--- src/rtl/adc_seq_pkg.sv ---
package adc_seq_pkg;

  typedef enum logic [2:0] {
    S_IDLE,
    S_LEAD,
    S_LOW,
    S_HIGH,
    S_HOLD,
    S_TAIL,
    S_GAP
  } seq_state_t;

  localparam logic [1:0] PM_CSREL = 2'b00;
  localparam logic [1:0] PM_ON    = 2'b01;
  localparam logic [1:0] PM_AUTO  = 2'b10;

  // Reserved code 2'b11 is mapped onto always-on.
  function automatic logic [1:0] pm_legal(input logic [1:0] m);
    return (m == 2'b11) ? PM_ON : m;
  endfunction

endpackage

--- src/rtl/adc_seq_timer.sv ---
module adc_seq_timer #(
  parameter int CW = 10
) (
  input  logic          clk,
  input  logic          rst_n,
  input  logic          clear,
  input  logic [CW-1:0] limit,
  output logic          done
);

  logic [CW-1:0] cnt_q, cnt_d;

  assign done = (cnt_q == limit);

  always_comb begin
    cnt_d = cnt_q;
    if (clear)      cnt_d = '0;
    else if (!done) cnt_d = cnt_q + 1'b1;
  end

  always_ff @(posedge clk or negedge rst_n) begin
    if (!rst_n) cnt_q <= '0;
    else        cnt_q <= cnt_d;
  end

endmodule

--- src/rtl/adc_seq_shift.sv ---
module adc_seq_shift #(
  parameter int CTRL_BITS  = 8,
  parameter int FRAME_BITS = 16
) (
  input  logic                  clk,
  input  logic                  rst_n,
  input  logic                  load,
  input  logic [CTRL_BITS-1:0]  word,
  input  logic                  fall_en,
  input  logic                  rise_en,
  input  logic                  dout,
  output logic                  din,
  output logic [FRAME_BITS-1:0] capture
);

  logic [CTRL_BITS-1:0]  tx_q, tx_d;
  logic                  din_q, din_d;
  logic [FRAME_BITS-1:0] rx_q, rx_d;

  always_comb begin
    tx_d  = tx_q;
    din_d = din_q;
    rx_d  = rx_q;
    if (load) begin
      tx_d  = word;
      din_d = 1'b0;
    end else if (fall_en) begin
      // Zeros shift in behind the byte, so din is low after the 8th fall.
      din_d = tx_q[CTRL_BITS-1];
      tx_d  = {tx_q[CTRL_BITS-2:0], 1'b0};
    end
    if (rise_en) rx_d = {rx_q[FRAME_BITS-2:0], dout};
  end

  always_ff @(posedge clk or negedge rst_n) begin
    if (!rst_n) begin
      tx_q  <= '0;
      din_q <= 1'b0;
      rx_q  <= '0;
    end else begin
      tx_q  <= tx_d;
      din_q <= din_d;
      rx_q  <= rx_d;
    end
  end

  assign din     = din_q;
  assign capture = rx_q;

endmodule

--- src/rtl/adc_seq_awake.sv ---
module adc_seq_awake
  import adc_seq_pkg::*;
(
  input  logic       clk,
  input  logic       rst_n,
  input  logic       frame_end,
  input  logic       was_wake,
  input  logic [1:0] pm_sent,
  output logic       awake
);

  logic awake_q, awake_d;

  always_comb begin
    awake_d = awake_q;
    if (frame_end) awake_d = was_wake ? 1'b1 : (pm_sent == PM_ON);
  end

  always_ff @(posedge clk or negedge rst_n) begin
    if (!rst_n) awake_q <= 1'b0;
    else        awake_q <= awake_d;
  end

  assign awake = awake_q;

endmodule

--- src/rtl/adc_pwr_seq.sv ---
module adc_pwr_seq
  import adc_seq_pkg::*;
#(
  parameter int          FRAME_BITS = 16,
  parameter int          CTRL_BITS  = 8,
  parameter int          HALF_DIV   = 2,
  parameter int          PWRUP_CYC  = 625,
  parameter int          QUIET_CYC  = 4,
  parameter logic [5:0]  CTRL_LOW   = 6'b000000
) (
  input  logic                  clk,
  input  logic                  rst_n,
  input  logic                  start,
  input  logic [1:0]            req_mode,
  output logic                  busy,
  output logic [FRAME_BITS-1:0] result,
  output logic                  res_valid,
  output logic                  adc_cs_n,
  output logic                  adc_sclk,
  output logic                  adc_din,
  input  logic                  adc_dout
);

  localparam int LIM_A   = (HALF_DIV > QUIET_CYC) ? HALF_DIV : QUIET_CYC;
  localparam int LIM_MAX = (PWRUP_CYC > LIM_A) ? PWRUP_CYC : LIM_A;
  localparam int CW      = $clog2(LIM_MAX + 1);
  localparam int BW      = $clog2(FRAME_BITS);
  localparam logic [BW-1:0] LAST_BIT = BW'(FRAME_BITS - 1);

  // Reset: asserted asynchronously, released on a clock edge.
  logic [1:0] rs_q;
  logic       rst_n_s;
  always_ff @(posedge clk or negedge rst_n) begin
    if (!rst_n) rs_q <= 2'b00;
    else        rs_q <= {rs_q[0], 1'b1};
  end
  assign rst_n_s = rs_q[1];

  seq_state_t            state_q, state_d;
  logic                  cs_q, cs_d;
  logic                  sclk_q, sclk_d;
  logic [BW-1:0]         bit_q, bit_d;
  logic                  wake_q, wake_d;
  logic [1:0]            pm_q, pm_d;
  logic                  vld_q, vld_d;
  logic [FRAME_BITS-1:0] res_q, res_d;

  logic                  tdone, tclear;
  logic [CW-1:0]         tlim;
  logic                  fall_en, rise_en, frame_end, load;
  logic                  awake;
  logic [CTRL_BITS-1:0]  word;
  logic [FRAME_BITS-1:0] capture;

  always_comb begin
    case (state_q)
      S_HOLD:  tlim = CW'(PWRUP_CYC - 1);
      S_GAP:   tlim = CW'(QUIET_CYC - 1);
      default: tlim = CW'(HALF_DIV - 1);
    endcase
  end

  always_comb begin
    state_d   = state_q;
    cs_d      = cs_q;
    sclk_d    = sclk_q;
    bit_d     = bit_q;
    wake_d    = wake_q;
    pm_d      = pm_q;
    vld_d     = 1'b0;
    res_d     = res_q;
    fall_en   = 1'b0;
    rise_en   = 1'b0;
    frame_end = 1'b0;
    case (state_q)
      S_IDLE: if (start) begin
        state_d = S_LEAD;
        cs_d    = 1'b0;
        bit_d   = '0;
        wake_d  = ~awake;
        pm_d    = pm_legal(req_mode);
      end
      S_LEAD, S_HIGH: if (tdone) begin
        state_d = S_LOW;
        sclk_d  = 1'b0;
        fall_en = 1'b1;
      end
      S_LOW: if (tdone) begin
        rise_en = 1'b1;
        sclk_d  = 1'b1;
        bit_d   = bit_q + 1'b1;
        if (bit_q == LAST_BIT)          state_d = S_TAIL;
        else if (wake_q && bit_q == '0) state_d = S_HOLD;
        else                            state_d = S_HIGH;
      end
      S_HOLD: if (tdone) state_d = S_HIGH;
      S_TAIL: if (tdone) begin
        frame_end = 1'b1;
        cs_d      = 1'b1;
        wake_d    = 1'b0;
        if (wake_q) begin
          state_d = S_GAP;
        end else begin
          state_d = S_IDLE;
          vld_d   = 1'b1;
          res_d   = capture;
        end
      end
      S_GAP: if (tdone) begin
        state_d = S_LEAD;
        cs_d    = 1'b0;
        bit_d   = '0;
      end
      default: state_d = S_IDLE;
    endcase
  end

  assign tclear = (state_d != state_q) || (state_q == S_IDLE);
  assign load   = (state_d == S_LEAD) && (state_q != S_LEAD);
  assign word   = {(wake_d ? PM_ON : pm_d), CTRL_LOW};

  always_ff @(posedge clk or negedge rst_n_s) begin
    if (!rst_n_s) begin
      state_q <= S_IDLE;
      cs_q    <= 1'b1;
      sclk_q  <= 1'b1;
      bit_q   <= '0;
      wake_q  <= 1'b0;
      pm_q    <= PM_ON;
      vld_q   <= 1'b0;
      res_q   <= '0;
    end else begin
      state_q <= state_d;
      cs_q    <= cs_d;
      sclk_q  <= sclk_d;
      bit_q   <= bit_d;
      wake_q  <= wake_d;
      pm_q    <= pm_d;
      vld_q   <= vld_d;
      res_q   <= res_d;
    end
  end

  adc_seq_timer #(.CW(CW)) u_timer (
    .clk   (clk),
    .rst_n (rst_n_s),
    .clear (tclear),
    .limit (tlim),
    .done  (tdone)
  );

  adc_seq_shift #(.CTRL_BITS(CTRL_BITS), .FRAME_BITS(FRAME_BITS)) u_shift (
    .clk     (clk),
    .rst_n   (rst_n_s),
    .load    (load),
    .word    (word),
    .fall_en (fall_en),
    .rise_en (rise_en),
    .dout    (adc_dout),
    .din     (adc_din),
    .capture (capture)
  );

  adc_seq_awake u_awake (
    .clk       (clk),
    .rst_n     (rst_n_s),
    .frame_end (frame_end),
    .was_wake  (wake_q),
    .pm_sent   (pm_q),
    .awake     (awake)
  );

  assign busy      = (state_q != S_IDLE);
  assign result    = res_q;
  assign res_valid = vld_q;
  assign adc_cs_n  = cs_q;
  assign adc_sclk  = sclk_q;

endmodule

--- config.mk ---
export PLATFORM = sky130hd
export DESIGN_NAME = adc_pwr_seq
export DESIGN_NICKNAME = d
export VERILOG_FILES = /design/src/rtl/adc_seq_pkg.sv /design/src/rtl/adc_seq_timer.sv /design/src/rtl/adc_seq_shift.sv /design/src/rtl/adc_seq_awake.sv /design/src/rtl/adc_pwr_seq.sv
export SDC_FILE = /design/constraint.sdc
export NUM_CORES = 1
export LEC_CHECK = 0
export BUFFER_PORTS_ARGS = -buffer_cell sky130_fd_sc_hd__buf_4
export CAP_MARGIN = 10
export CELL_PAD_IN_SITES_DETAIL_PLACEMENT = 0
export CELL_PAD_IN_SITES_GLOBAL_PLACEMENT = 1
export CORE_MARGIN = 2
export CORE_UTILIZATION = 35
export DETAILED_ROUTE_END_ITERATION = 16
export GPL_TIMING_DRIVEN = 0
export PLACE_DENSITY = 0.59
export SLEW_MARGIN = 10
export SYNTH_ARGS = -nofsm -noshare
export SYNTH_HDL_FRONTEND = slang
export SYNTH_SLANG_ARGS = --single-unit
--- constraint.sdc ---
create_clock -name clk -period 2.15 [get_ports clk]
set_clock_uncertainty 0.05 [all_clocks]
set_input_delay 0.43 -clock clk [delete_from_list [all_inputs] [get_ports clk]]
set_output_delay 0.43 -clock clk [all_outputs]
set_load 0.05 [all_outputs]
### Yosys cells after proc, flatten, opt, wreduce, memory -nomap -nowiden

Index checks and enable logic that the tools add are counted.

* add/subtract/negate cells: 2
* equal/unequal tests: 19
* muxes and demuxes: 41
* bitwise gates (word level): 2
* reduce and logical (&&, ||, !) cells: 15

Operators by type and width (count)
* $mux W3: 9
* $mux W10: 2
* $pmux W10 S2: 1
* $pmux W3 S6: 1
* $mux W8: 2
* $mux W1: 15
* $mux W4: 3
* $pmux W4 S3: 1
* $add A10 B1 Y10 const B: 1
* $eq A10 B10 Y1: 1
* $ne A2 B2 Y1 const B: 5
* $eq A3 B3 Y1 const B: 3
* $reduce_bool A3 Y1: 3
* $mux W2: 4
* $reduce_and A4 Y1: 2
* $eq A3 B1 Y1 const B: 2
* $eq A3 B2 Y1 const B: 2
* $reduce_and A3 Y1: 2
* $add A4 B1 Y4 const B: 1
* $eq A4 B4 Y1 const B: 1
* $logic_not A4 Y1: 1
* $pmux W1 S2: 2
* $reduce_bool A2 Y1: 2
* $logic_not A3 Y1: 1
* 10 further kinds: 12

* register bits: 67
* bits of input ports: 6

### Logic depth before layout (Yosys ltp)

Gate-level depths: netlist of run 1.

* depth after elaboration: 9
* depth in mapped cells: 8

### Modules after synthesis

From an unflattened synthesis of run 1, not the netlist that was laid out.

* cells, all modules: 277
* area total of the unflattened synthesis: 3220.6 sq um

Modules (own cells, without submodules)
* adc_pwr_seq: instances 1, cells each 135, area an instance 1493.9 sq um, seq. area each 779.5 sq um
* adc_seq_shift: instances 1, cells each 71, area an instance 1047.3 sq um, seq. area each 625.6 sq um
* adc_seq_timer: instances 1, cells each 66, area an instance 634.4 sq um, seq. area each 250.2 sq um
* adc_seq_awake: instances 1, cells each 5, area an instance 45.0 sq um, seq. area each 25.0 sq um

### Least setup slack after synthesis of run 1

Ideal clock, no wire load.

* path type: reg2reg
* from: register u_timer.cnt_q[2]
* to: register u_shift.rx_q[10] (netlist: u_shift.capture[10])
* arrival: 2256 ps
* required time: 1975 ps
* slack: -281 ps
* stages on the path, launching flop included: 7
* path buffers: 1
* cells stage by stage: dfrtp_1 -> or4_4 -> and4bb_4 -> o21ai_4 -> nor3_4 -> buf_8 -> mux2_4

* longest elaborated chain between the ends: 3

RTL lines
* start, declared: RTL line adc_seq_timer.sv:11 `logic [CW-1:0] cnt_q, cnt_d;`
* start signal, assigned: RTL line adc_seq_timer.sv:23 `else cnt_q <= cnt_d;`
* $eq A10 B10 Y1: RTL line adc_seq_timer.sv:13 `assign done = (cnt_q == limit);`
* $mux W1: RTL line adc_pwr_seq.sv:88 `S_LOW: if (tdone) begin`
* $mux W1: RTL line adc_pwr_seq.sv:75 `case (state_q)`
* end signal, assigned: RTL line adc_seq_shift.sv:43 `rx_q <= rx_d;`
* end, declared: RTL line adc_seq_shift.sv:18 `logic [FRAME_BITS-1:0] rx_q, rx_d;`

Every way passes these cells.
A chain may end at the register's enable or synchronous reset.

### Final worst setup path of run 1

* from: register u_timer.cnt_q[2]
* to: register res_q[12] (netlist: result[12])

* longest elaborated chain between the ends: 2

RTL lines
* $eq A10 B10 Y1: RTL line adc_seq_timer.sv:13
* $reduce_and A3 Y1 (no source line)
* end signal, assigned: RTL line adc_pwr_seq.sv:140 `res_q <= res_d;`
* end, declared: RTL line adc_pwr_seq.sv:46 `logic [FRAME_BITS-1:0] res_q, res_d;`

Every way passes these cells.

==> flow_metrics.py, run 1 <==
metrics = {
    "outcome": {
        "status": "finished with violations",
        "violations": "negative setup slack",
    },
    "timing": {
        "slew_headroom_pct": 47.7,
        "slew_viol_final": 0,
        "finalSetupViolCount": 50,
        "rsz0062_at_grt": "true",
        "clock.fmax_mhz": 423,
        "min_period_ns": 2.36,
        "final.setup.worst_slack_ns": -0.213,
        "hold_viol_final": 0,
        "tightestPinTransition_ns": 0.785,
        "finalCritPeriodShare_pct": 110,
    },
    "global_route": {
        "grt_pass1_wl_mm": 10.3,
        "overflow": 0,
        "antenna_found_initial": 0,
        "grt_max_degree": 60,
        "track_usage_pct": 15.4,
        "grt_pass1_vias": 2011,
    },
    "placed_design": {
        "hpwl_mm": 3.49,
        "port_buffers": 26,
        "dpl-instance-area_um2": 3120,
        "globalplace.congestion": 0.719,
        "place_inst": 358,
    },
    "cts": {
        "cts_htree_levels": 3,
        "tritoncts": "done",
        "clock-root-buffer": "clkbuf_8",
        "cts_sinks": 61,
        "clockBufferDepth": 2,
        "cts_buffers": 9,
        "clkTransAtPathRegs_ns": 0.07,
        "clock_latency_ns": 0.34,
    },
    "pwr": {
        "seq_power_share_pct": 51.1,
        "power.density_nw_per_um2": 594,
        "p_leak_nw": 1.75,
        "power.total_mw": 2.29,
        "p_clk_share_pct": 48.4,
        "ir_worst_vdd_uv": 353,
        "swShare_pct": 21.0,
        "p_int_mw": 1.81,
        "combPwrFrac_pct": 0.5,
        "p_sw_mw": 0.480,
    },
    "finish": {
        "num-nets-final": 302,
        "syn_to_final_growth_pct": 39.2,
        "stdcell_area_um2": 3850,
        "n_antenna_cell": 0,
        "drive_gt1_share_pct": 48.3,
        "final_cells": 400,
    },
    "synthesis": {
        "synth_cell_types": 45,
        "syn_inst": 230,
        "synthArstFlopShare_pct": 100,
        "yosys_warnings": 0,
        "synthTopCellsByCount": "dfrtp_1, mux2_2, nor2_1",
        "synth.area.top_cells": "dfrtp_1, mux2_2, mux2_4",
        "synth_nets": 239,
        "ys_seq_area_share_pct": 55.3,
        "synth.top_cell.area_share_pct": 52.4,
        "ys.flop_type": "dfrtp_1",
        "synth_edf_count": 0,
        "synth_most_common_cell": "dfrtp_1",
        "yosysTopAreaCell": "dfrtp_1",
        "synthesis.area_um2": 2770,
        "synth-seq-cells": 61,
        "syn_area_per_cell_um2": 12.0,
    },
    "hold_path": {
        "hold_class": "in2reg",
        "worstHoldPathCells": 2,
    },
    "worst_setup_path": {
        "crit_path_frequent_cell": "or4_4",
        "crit_arrival_ns": 2.54,
        "required_ns": 2.33,
        "cp_slowest_stage_delay_ns": 0.61,
        "worstPathBufferInverterCount": 1,
        "worstSetupPathDepth": 5,
        "worstPathCellList": "or4_4 > or4_4 > nor2_8 > clkbuf_16 > mux2_4",
        "crit_family": "simple AND/OR/NAND/NOR gates",
        "crit_type": "reg2reg",
        "reg2reg_depth": 5,
        "cp_slowest_cell": "or4_4",
        "startpoint_type": "flip-flop",
        "worst_setup_path_end_kind": "flip-flop",
        "cp_max_fo": 5,
    },
    "route": {
        "viasPerCell": 4.87,
        "drt-total-wl_mm": 6.09,
        "drt-wirelength-per-cell_um": 15.2,
        "drc": 0,
        "vias": 1948,
        "drtIter0Drc": 70,
        "firstDrtPassIters": 4,
        "drt.antenna.violating_nets": 0,
    },
    "floorplanning": {
        "die_h_um": 92.9,
        "die-area_um2": 8640,
        "coreArea_um2": 7690,
        "initial_core_util_pct": 36.0,
        "die_x_um": 92.9,
        "ioPinCount": 27,
        "num_rows": 32,
    },
    "job": {
        "max_cap_viol_count": 0,
    },
}
## cell type report
type | instances | area, µm²
Buffer | 6 | 61.3
Multi-Input combinational cell | 150 | 1380
Fill cell | 738 | 3830
Clock inverter | 6 | 87.6
Tap cell | 102 | 128
Sequential cell | 61 | 1540
Timing Repair Buffer | 54 | 495
Inverter | 11 | 41.3
Clock buffer | 10 | 128
## power groups by stage
stage	logic [mW]	clock network, mW	registers [mW]
6_report	0.0104	1.11	1.17
5_1_grt	0.0114	1.21	1.18
4_1_cts	0.0105	1.16	1.17
3_5_place_dp	0.00898	0	1.19
3_3_place_gp	0.00890	0	1.19
2_1_floorplan	0.000872	0	1.19
## state kept, by name (all words and copies together) (netlist names)
signal / flops
wake_q: 1
u_timer.cnt_q: 10
pm_q: 2
adc_sclk: 1
state_q: 3
u_awake.awake: 1
u_shift.capture: 16
u_shift.din: 1
u_shift.tx_q: 2
res_valid: 1
rs_q: 2
result: 16
bit_q: 4
adc_cs_n: 1
## stage by stage
| step | worst slack, ns | hold WS, ns | util [%] | setup TNS, ns |
|---|---|---|---|---|
| after CTS | -0.247 | 0.250 | 48.0 | -7.89 |
| after floorplan | -0.281 | 0.0844 | - | -6.49 |
| final | -0.213 | 0.268 | 50.1 | -7.49 |
| after global routing | -0.259 | 0.244 | 50.1 | -10.72 |
| after global placement | -0.567 | 0.162 | 40.5 | -47.65 |
| after detailed placement | -0.540 | 0.163 | 40.5 | -16.07 |
## metal layers
metal,part of all wire (%),vias to the layer above,track usage [%]
met3,4.1,6,5.21
met4,0.92,0,4.41
li1,-,932,-
met1,45,980,21.3
met2,50,30,22.9
met5,0,-,0
## path summary, 6_finish.rpt
kind | end | slack, ns | from
min in group asynchronous | rs_q[1] | 0.36 | rst_n
worst min-delay path | u_shift.capture[0] | 0.27 | adc_dout
worst max register to register | result[12] | -0.21 | u_timer.cnt_q[2]
worst min register to register | rs_q[1] | 0.31 | rs_q[0]
worst max-delay path | result[12] | -0.21 | u_timer.cnt_q[2]
max in group asynchronous | u_timer.cnt_q[2] | 1.14 | rs_q[1]
## cells by family after synthesis
group | share of synthesized area, %
DFF | 55.3
buffers and inverters | 3.30
AOI/OAI and AO/OA | 7.73
xor gates and xnor gates | 3.16
and+or+nand+nor | 13.9
muxes | 15.1
adders and majority gates | 1.36
other | 0.135
## cells in the final DEF (no fill, tap or decap), types with 5 or more instances in the layout
master	n
a21oi_1	7
buf_4	40
buf_6	10
clkbuf_8	9
dfrtp_1	56
inv_1	11
mux2_2	6
mux2_4	28
nand2_1	12
nand3_1	8
nor2_1	11
nor2_2	5
xnor2_1	5
## timing repair
item / CTS / global route
gates cloned: 2 / 1
setup endpoints to repair: 50 / 58
pin swaps: 21 / 18
buffers inserted: 21 / 5
hold endpoints to repair: 2 / 0
hold buffers: 1 / 0
resized for setup: 42 / 32
Note: power is estimated with default switching activity, not from simulation.
==> run 2: changes to the inputs <==
- ABC_AREA: not set -> 1
- PLACE_DENSITY: 0.59 -> 0.63
==> flow_metrics.py, run 2 <==
metrics = {
    "global_route": {
        "overflow": 0,
        "grt_max_degree": 60,
        "grt_pass1_wl_mm": 10.3,
        "grt_pass1_vias": 2073,
        "antenna_found_initial": 0,
        "track_usage_pct": 15.5,
    },
    "outcome": {
        "status": "finished clean",
    },
    "synthesis": {
        "yosys_warnings": 0,
        "synth.area.top_cells": "dfrtp_1, nand2_1, inv_1",
        "synth_edf_count": 0,
        "synthesis.area_um2": 2760,
        "synth.top_cell.area_share_pct": 52.7,
        "syn_inst": 319,
        "synth_most_common_cell": "nand2_1",
        "syn_area_per_cell_um2": 8.64,
        "synth_nets": 328,
        "synth-seq-cells": 61,
        "synthTopCellsByCount": "nand2_1, dfrtp_1, inv_1",
        "synth_cell_types": 33,
        "ys_seq_area_share_pct": 55.5,
        "synthArstFlopShare_pct": 100,
        "ys.flop_type": "dfrtp_1",
        "yosysTopAreaCell": "dfrtp_1",
    },
    "finish": {
        "final_cell_mix": "nand2_1, dfrtp_1, inv_1",
        "final_util_pct": 44.5,
        "n_antenna_cell": 0,
        "syn_to_final_growth_pct": 24.1,
        "final_common_cell": "nand2_1",
        "drive_gt1_share_pct": 22.8,
        "num-nets-final": 373,
    },
    "timing": {
        "slew_viol_final": 0,
        "clock.fmax_mhz": 510,
        "slew_headroom_pct": 49.7,
        "tightestPinTransition_ns": 0.754,
        "finalCritPeriodShare_pct": 91.3,
        "whs_ns": 0.292,
        "finalSetupViolCount": 0,
        "rsz0062_at_grt": "true",
        "hold_viol_final": 0,
        "min_period_ns": 1.96,
    },
    "worst_setup_path": {
        "crit_type": "reg2out",
        "reg2reg_depth": 11,
        "ff2ff_setup_slack_ns": 0.20,
        "crit_path_start": "state_q[2]",
        "worstPathBufferInverterCount": 3,
        "cp_max_fo": 10,
        "crit_family": "buffers and inverters",
        "worstPathCellList": "buf_2 > inv_2 > nand2_2 > buf_4",
        "cp_slowest_stage_delay_ns": 0.42,
        "worst_setup_path_end_kind": "primary output",
        "r2r_start": "state_q[0]",
        "required_ns": 1.67,
        "crit_arrival_ns": 1.48,
        "r2r_end": "result[4]",
        "cp_slowest_cell": "dfrtp_1",
        "startpoint_type": "flip-flop",
    },
    "cts": {
        "clock-root-buffer": "clkbuf_8",
        "tritoncts": "done",
        "cts_htree_levels": 3,
        "clkTransAtPathRegs_ns": 0.07,
        "cts_sinks": 61,
        "cts_buffers": 9,
        "clockBufferDepth": 2,
        "clock_latency_ns": 0.33,
    },
    "route": {
        "drt.antenna.violating_nets": 0,
        "drt-wirelength-per-cell_um": 12.4,
        "drt-total-wl_mm": 5.84,
        "viasPerCell": 4.49,
        "firstDrtPassIters": 4,
        "drtIter0Drc": 79,
        "drc": 0,
        "vias": 2114,
    },
    "floorplanning": {
        "num_rows": 32,
        "die-area_um2": 8600,
        "die_x_um": 92.7,
        "initial_core_util_pct": 35.9,
        "ioPinCount": 27,
        "coreArea_um2": 7690,
        "die_h_um": 92.7,
    },
    "pwr": {
        "power.density_nw_per_um2": 1280,
        "p_leak_nw": 1.71,
        "ir_worst_vdd_uv": 563,
    },
    "hold_path": {
        "min-delay-start": "rs_q[0]",
        "worstHoldPathCells": 0,
        "hold_class": "reg2reg",
        "hold_path_end": "rs_q[1]",
    },
    "placed_design": {
        "port_buffers": 26,
        "hpwl_mm": 3.92,
        "globalplace.congestion": 0.814,
    },
    "job": {
        "max_cap_viol_count": 0,
    },
}
==> run 2: cell count changes in the layout (fill, tap and decap cells not counted), moves of 4 or more <==
cell / delta
buf_4: -7
buf_6: -8
inv_1: +30
inv_2: +6
mux2_2: -6
mux2_4: -28
nand2_1: +70
nand3_1: +10
nor2_1: +11
nor2_2: -4
o21ai_0: +15
o21ai_1: +15
==> run 2: stage by stage <==
stage / worst slack (ns) / cell area [µm²] / cells / setup TNS [ns] / power, mW
after floorplan: 0.281 / 2760 / 319 / 0 / 2.69
after global placement: -0.542 / 3080 / 447 / -30.22 / 3.06
after detailed placement: -0.0281 / 3080 / 447 / -0.229 / 3.07
after CTS: 0.000779 / 3330 / 464 / 0 / 4.27
after global routing: -0.00714 / 3420 / 471 / -0.0137 / 4.76
final: 0.188 / 3420 / 471 / 0 / 4.39
==> run 2: final cells by class <==
type,instances,area (µm²)
Buffer,7,47.5
Clock buffer,13,159
Clock inverter,3,68.8
Fill cell,800,4270
Inverter,47,176
Multi-Input combinational cell,204,1050
Sequential cell,61,1540
Tap cell,102,128
Timing Repair Buffer,34,258
==> run 2: routing by layer <==
| layer | wire length, µm | share of wire, % | GRT usage [%] |
|---|---|---|---|
| met1 | 2940 | 50 | 21.3 |
| met2 | 2610 | 45 | 23.2 |
| met3 | 200 | 3.4 | 4.88 |
| met4 | 84 | 1.4 | 5.02 |
| met5 | 0 | 0 | 0 |
==> run 2: logic make-up after synthesis <==
| group | share of synthesized area (%) |
|---|---|
| AND/OR/NAND/NOR | 23.0 |
| flip-flops | 55.5 |
| buffers and inverters | 7.99 |
| AO/OA/AOI/OAI | 9.44 |
| XOR/XNOR | 2.54 |
| adder cells (fa/ha/maj) | 1.36 |
| other | 0.136 |
==> run 2: power by group <==
part	switching (mW)	internal [mW]	total (mW)	leakage (nW)
registers	0.187	1.41	1.59	0.776
logic	1.06	0.564	1.63	0.820
clock network	0.452	0.720	1.17	0.114
==> run 2: repair_timing <==
item,4_1_cts,5_1_grt
resized for setup,1,15
hold endpoints to repair,2,0
pin swaps,0,3
setup endpoints to repair,10,50
buffers inserted,0,7
hold buffers,1,0
==> run 2: worst max-delay path by stage <==
| stage | end | depth (start not counted) |
|---|---|---|
| 2_1_floorplan | bit_q[0] | 0 |
| 3_3_place_gp | u_shift.din | 0 |
| 3_5_place_dp | result[4] | 11 |
| 4_1_cts | u_shift.capture[5] | 11 |
| 5_1_grt | result[9] | 11 |
| 6_report | busy | 4 |
==> run 3: changes to the inputs <==
- REMOVE_ABC_BUFFERS: not set -> 1
==> flow_metrics.py, run 3 (synthesis gave the netlist of run 2 again) <==
metrics = {
    "worst_setup_path": {
        "cp_slowest_cell": "dfrtp_2",
        "crit_type": "reg2reg",
        "reg2reg_depth": 13,
        "crit_path_frequent_cell": "nand2_1",
        "crit_family": "simple AND/OR/NAND/NOR gates",
        "cp_max_fo": 10,
        "r2r_end": "u_timer.cnt_q[3]",
        "ff2ff_setup_slack_ns": 0.16,
        "startpoint_type": "flip-flop",
        "crit_arrival_ns": 2.21,
        "worstPathCellList": "nor2_4 > nand2_2 > nand2_1 > nand2_1 > nor2_4 > nand3_4 > nand2_2 > nand2_1 > nand2_1 > nand2_1 > a21oi_2 > nand2_4 > nor2_1",
        "required_ns": 2.37,
        "r2r_start": "state_q[0]",
        "worstPathBufferInverterCount": 0,
        "cp_slowest_stage_delay_ns": 0.48,
        "worst_setup_path_end_kind": "flip-flop",
    },
    "placed_design": {
        "globalplace.congestion": 0.771,
        "place_inst": 440,
        "place_ws_ns": -0.341,
        "hpwl_mm": 3.59,
        "port_buffers": 26,
    },
    "finish": {
        "final_common_cell": "nand2_1",
        "final_cell_mix": "nand2_1, dfrtp_1, inv_1",
        "num-nets-final": 367,
        "drive_gt1_share_pct": 23.1,
        "n_antenna_cell": 0,
        "final_cells": 465,
        "syn_to_final_growth_pct": 24.6,
    },
    "global_route": {
        "grt_pass1_wl_mm": 9.30,
        "overflow": 0,
        "antenna_found_initial": 0,
        "track_usage_pct": 13.9,
        "grt_pass1_vias": 1941,
        "grt_max_degree": 60,
    },
    "floorplanning": {
        "ioPinCount": 27,
        "num_rows": 32,
        "die_h_um": 92.7,
        "coreArea_um2": 7690,
        "initial_core_util_pct": 35.9,
        "die-area_um2": 8600,
        "die_x_um": 92.7,
    },
    "hold_path": {
        "worstHoldPathCells": 3,
        "hold_class": "in2reg",
        "min-delay-start": "adc_dout",
        "hold_path_end": "u_shift.capture[0]",
    },
    "cts": {
        "clock_latency_ns": 0.33,
        "cts_htree_levels": 3,
        "tritoncts": "done",
        "cts_buffers": 9,
        "clockBufferDepth": 2,
        "cts_sinks": 61,
        "clkTransAtPathRegs_ns": 0.07,
        "clock-root-buffer": "clkbuf_8",
    },
    "pwr": {
        "power.density_nw_per_um2": 1290,
        "p_leak_nw": 1.70,
        "power.total_mw": 4.44,
        "ir_worst_vdd_uv": 529,
    },
    "outcome": {
        "status": "finished clean",
    },
    "timing": {
        "min_period_ns": 1.99,
        "tightestPinTransition_ns": 0.774,
        "final.setup.worst_slack_ns": 0.159,
        "fin_tns_setup_ns": 0,
        "finalSetupViolCount": 0,
        "clock.fmax_mhz": 502,
        "slew_viol_final": 0,
        "slew_headroom_pct": 48.4,
        "finalCritPeriodShare_pct": 92.6,
        "hold_viol_final": 0,
        "rsz0062_at_grt": "true",
        "whs_ns": 0.298,
    },
    "route": {
        "drt-wirelength-per-cell_um": 11.9,
        "vias": 2058,
        "drt-total-wl_mm": 5.53,
        "drc": 0,
        "drt.antenna.violating_nets": 0,
        "firstDrtPassIters": 4,
        "drtIter0Drc": 104,
        "viasPerCell": 4.43,
    },
    "job": {
        "max_cap_viol_count": 0,
    },
}
-- run 3: cell types whose count changed in the layout (fill, tap and decap cells not counted), sizes merged --
cell    previous run  this run
clkbuf            16        12
nand2             87        88
clkinv             1         3
buf               37        33
inv               47        46
-- run 3: repair_timing --
action                                 CTS  global route
endpoints found under the hold margin    2             0
resized for setup                        5            20
gates cloned                             0             1
hold buffers                             1             0
pin swaps                                1             5
setup buffers                            0             7
setup endpoints to repair               51            35
-- run 3: worst max-delay path by stage --
| stage | start | depth (start not counted) | slack (ns) | to |
|---|---|---|---|---|
| global route | state_q[0] | 13 | -0.02 | bit_q[2] |
| finish | state_q[0] | 13 | 0.16 | u_timer.cnt_q[3] |
| floorplan | state_q[2] | 11 | 0.20 | bit_q[2] |
| CTS | state_q[0] | 12 | 0.0007 | bit_q[2] |
| global placement | rs_q[1] | 0 | -0.51 | u_shift.capture[2] |
| detailed placement | state_q[2] | 12 | -0.34 | bit_q[2] |
-- run 3: per-stage QoR --
step	util [%]	area, µm²
CTS	42.9	3300
detailed placement	39.5	3040
global placement	39.5	3040
finish	44.7	3430
floorplan	-	2710
global route	44.7	3430
-- run 3: cell type report --
cell class                      instances  area (µm²)
Clock inverter                          4        70.1
Multi-Input combinational cell        205        1100
Tap cell                              102         128
Clock buffer                           12         155
Inverter                               47         189
Sequential cell                        61        1540
Fill cell                             816        4250
Timing Repair Buffer                   34         258
-- run 3: tightest hold or removal path, delay by kind of cell --
family	cells	cell delay (ns)
compound gates	1	0.10
simple gates	1	0.03
buf+inv	1	0.08
-- run 3: power by group --
group	internal, mW	switching, mW
logic	0.581	1.09
registers	1.41	0.214
clock network	0.713	0.437
total	2.70	1.74
-- run 3: metal layers --
| metal | up-vias | global-route usage [%] | share of wire [%] |
|---|---|---|---|
| li1 | 1081 | - | - |
| met1 | 942 | 18.5 | 48 |
| met2 | 28 | 21.0 | 46 |
| met3 | 7 | 4.80 | 4.0 |
| met4 | 0 | 5.15 | 1.4 |
| met5 | - | 0 | 0 |
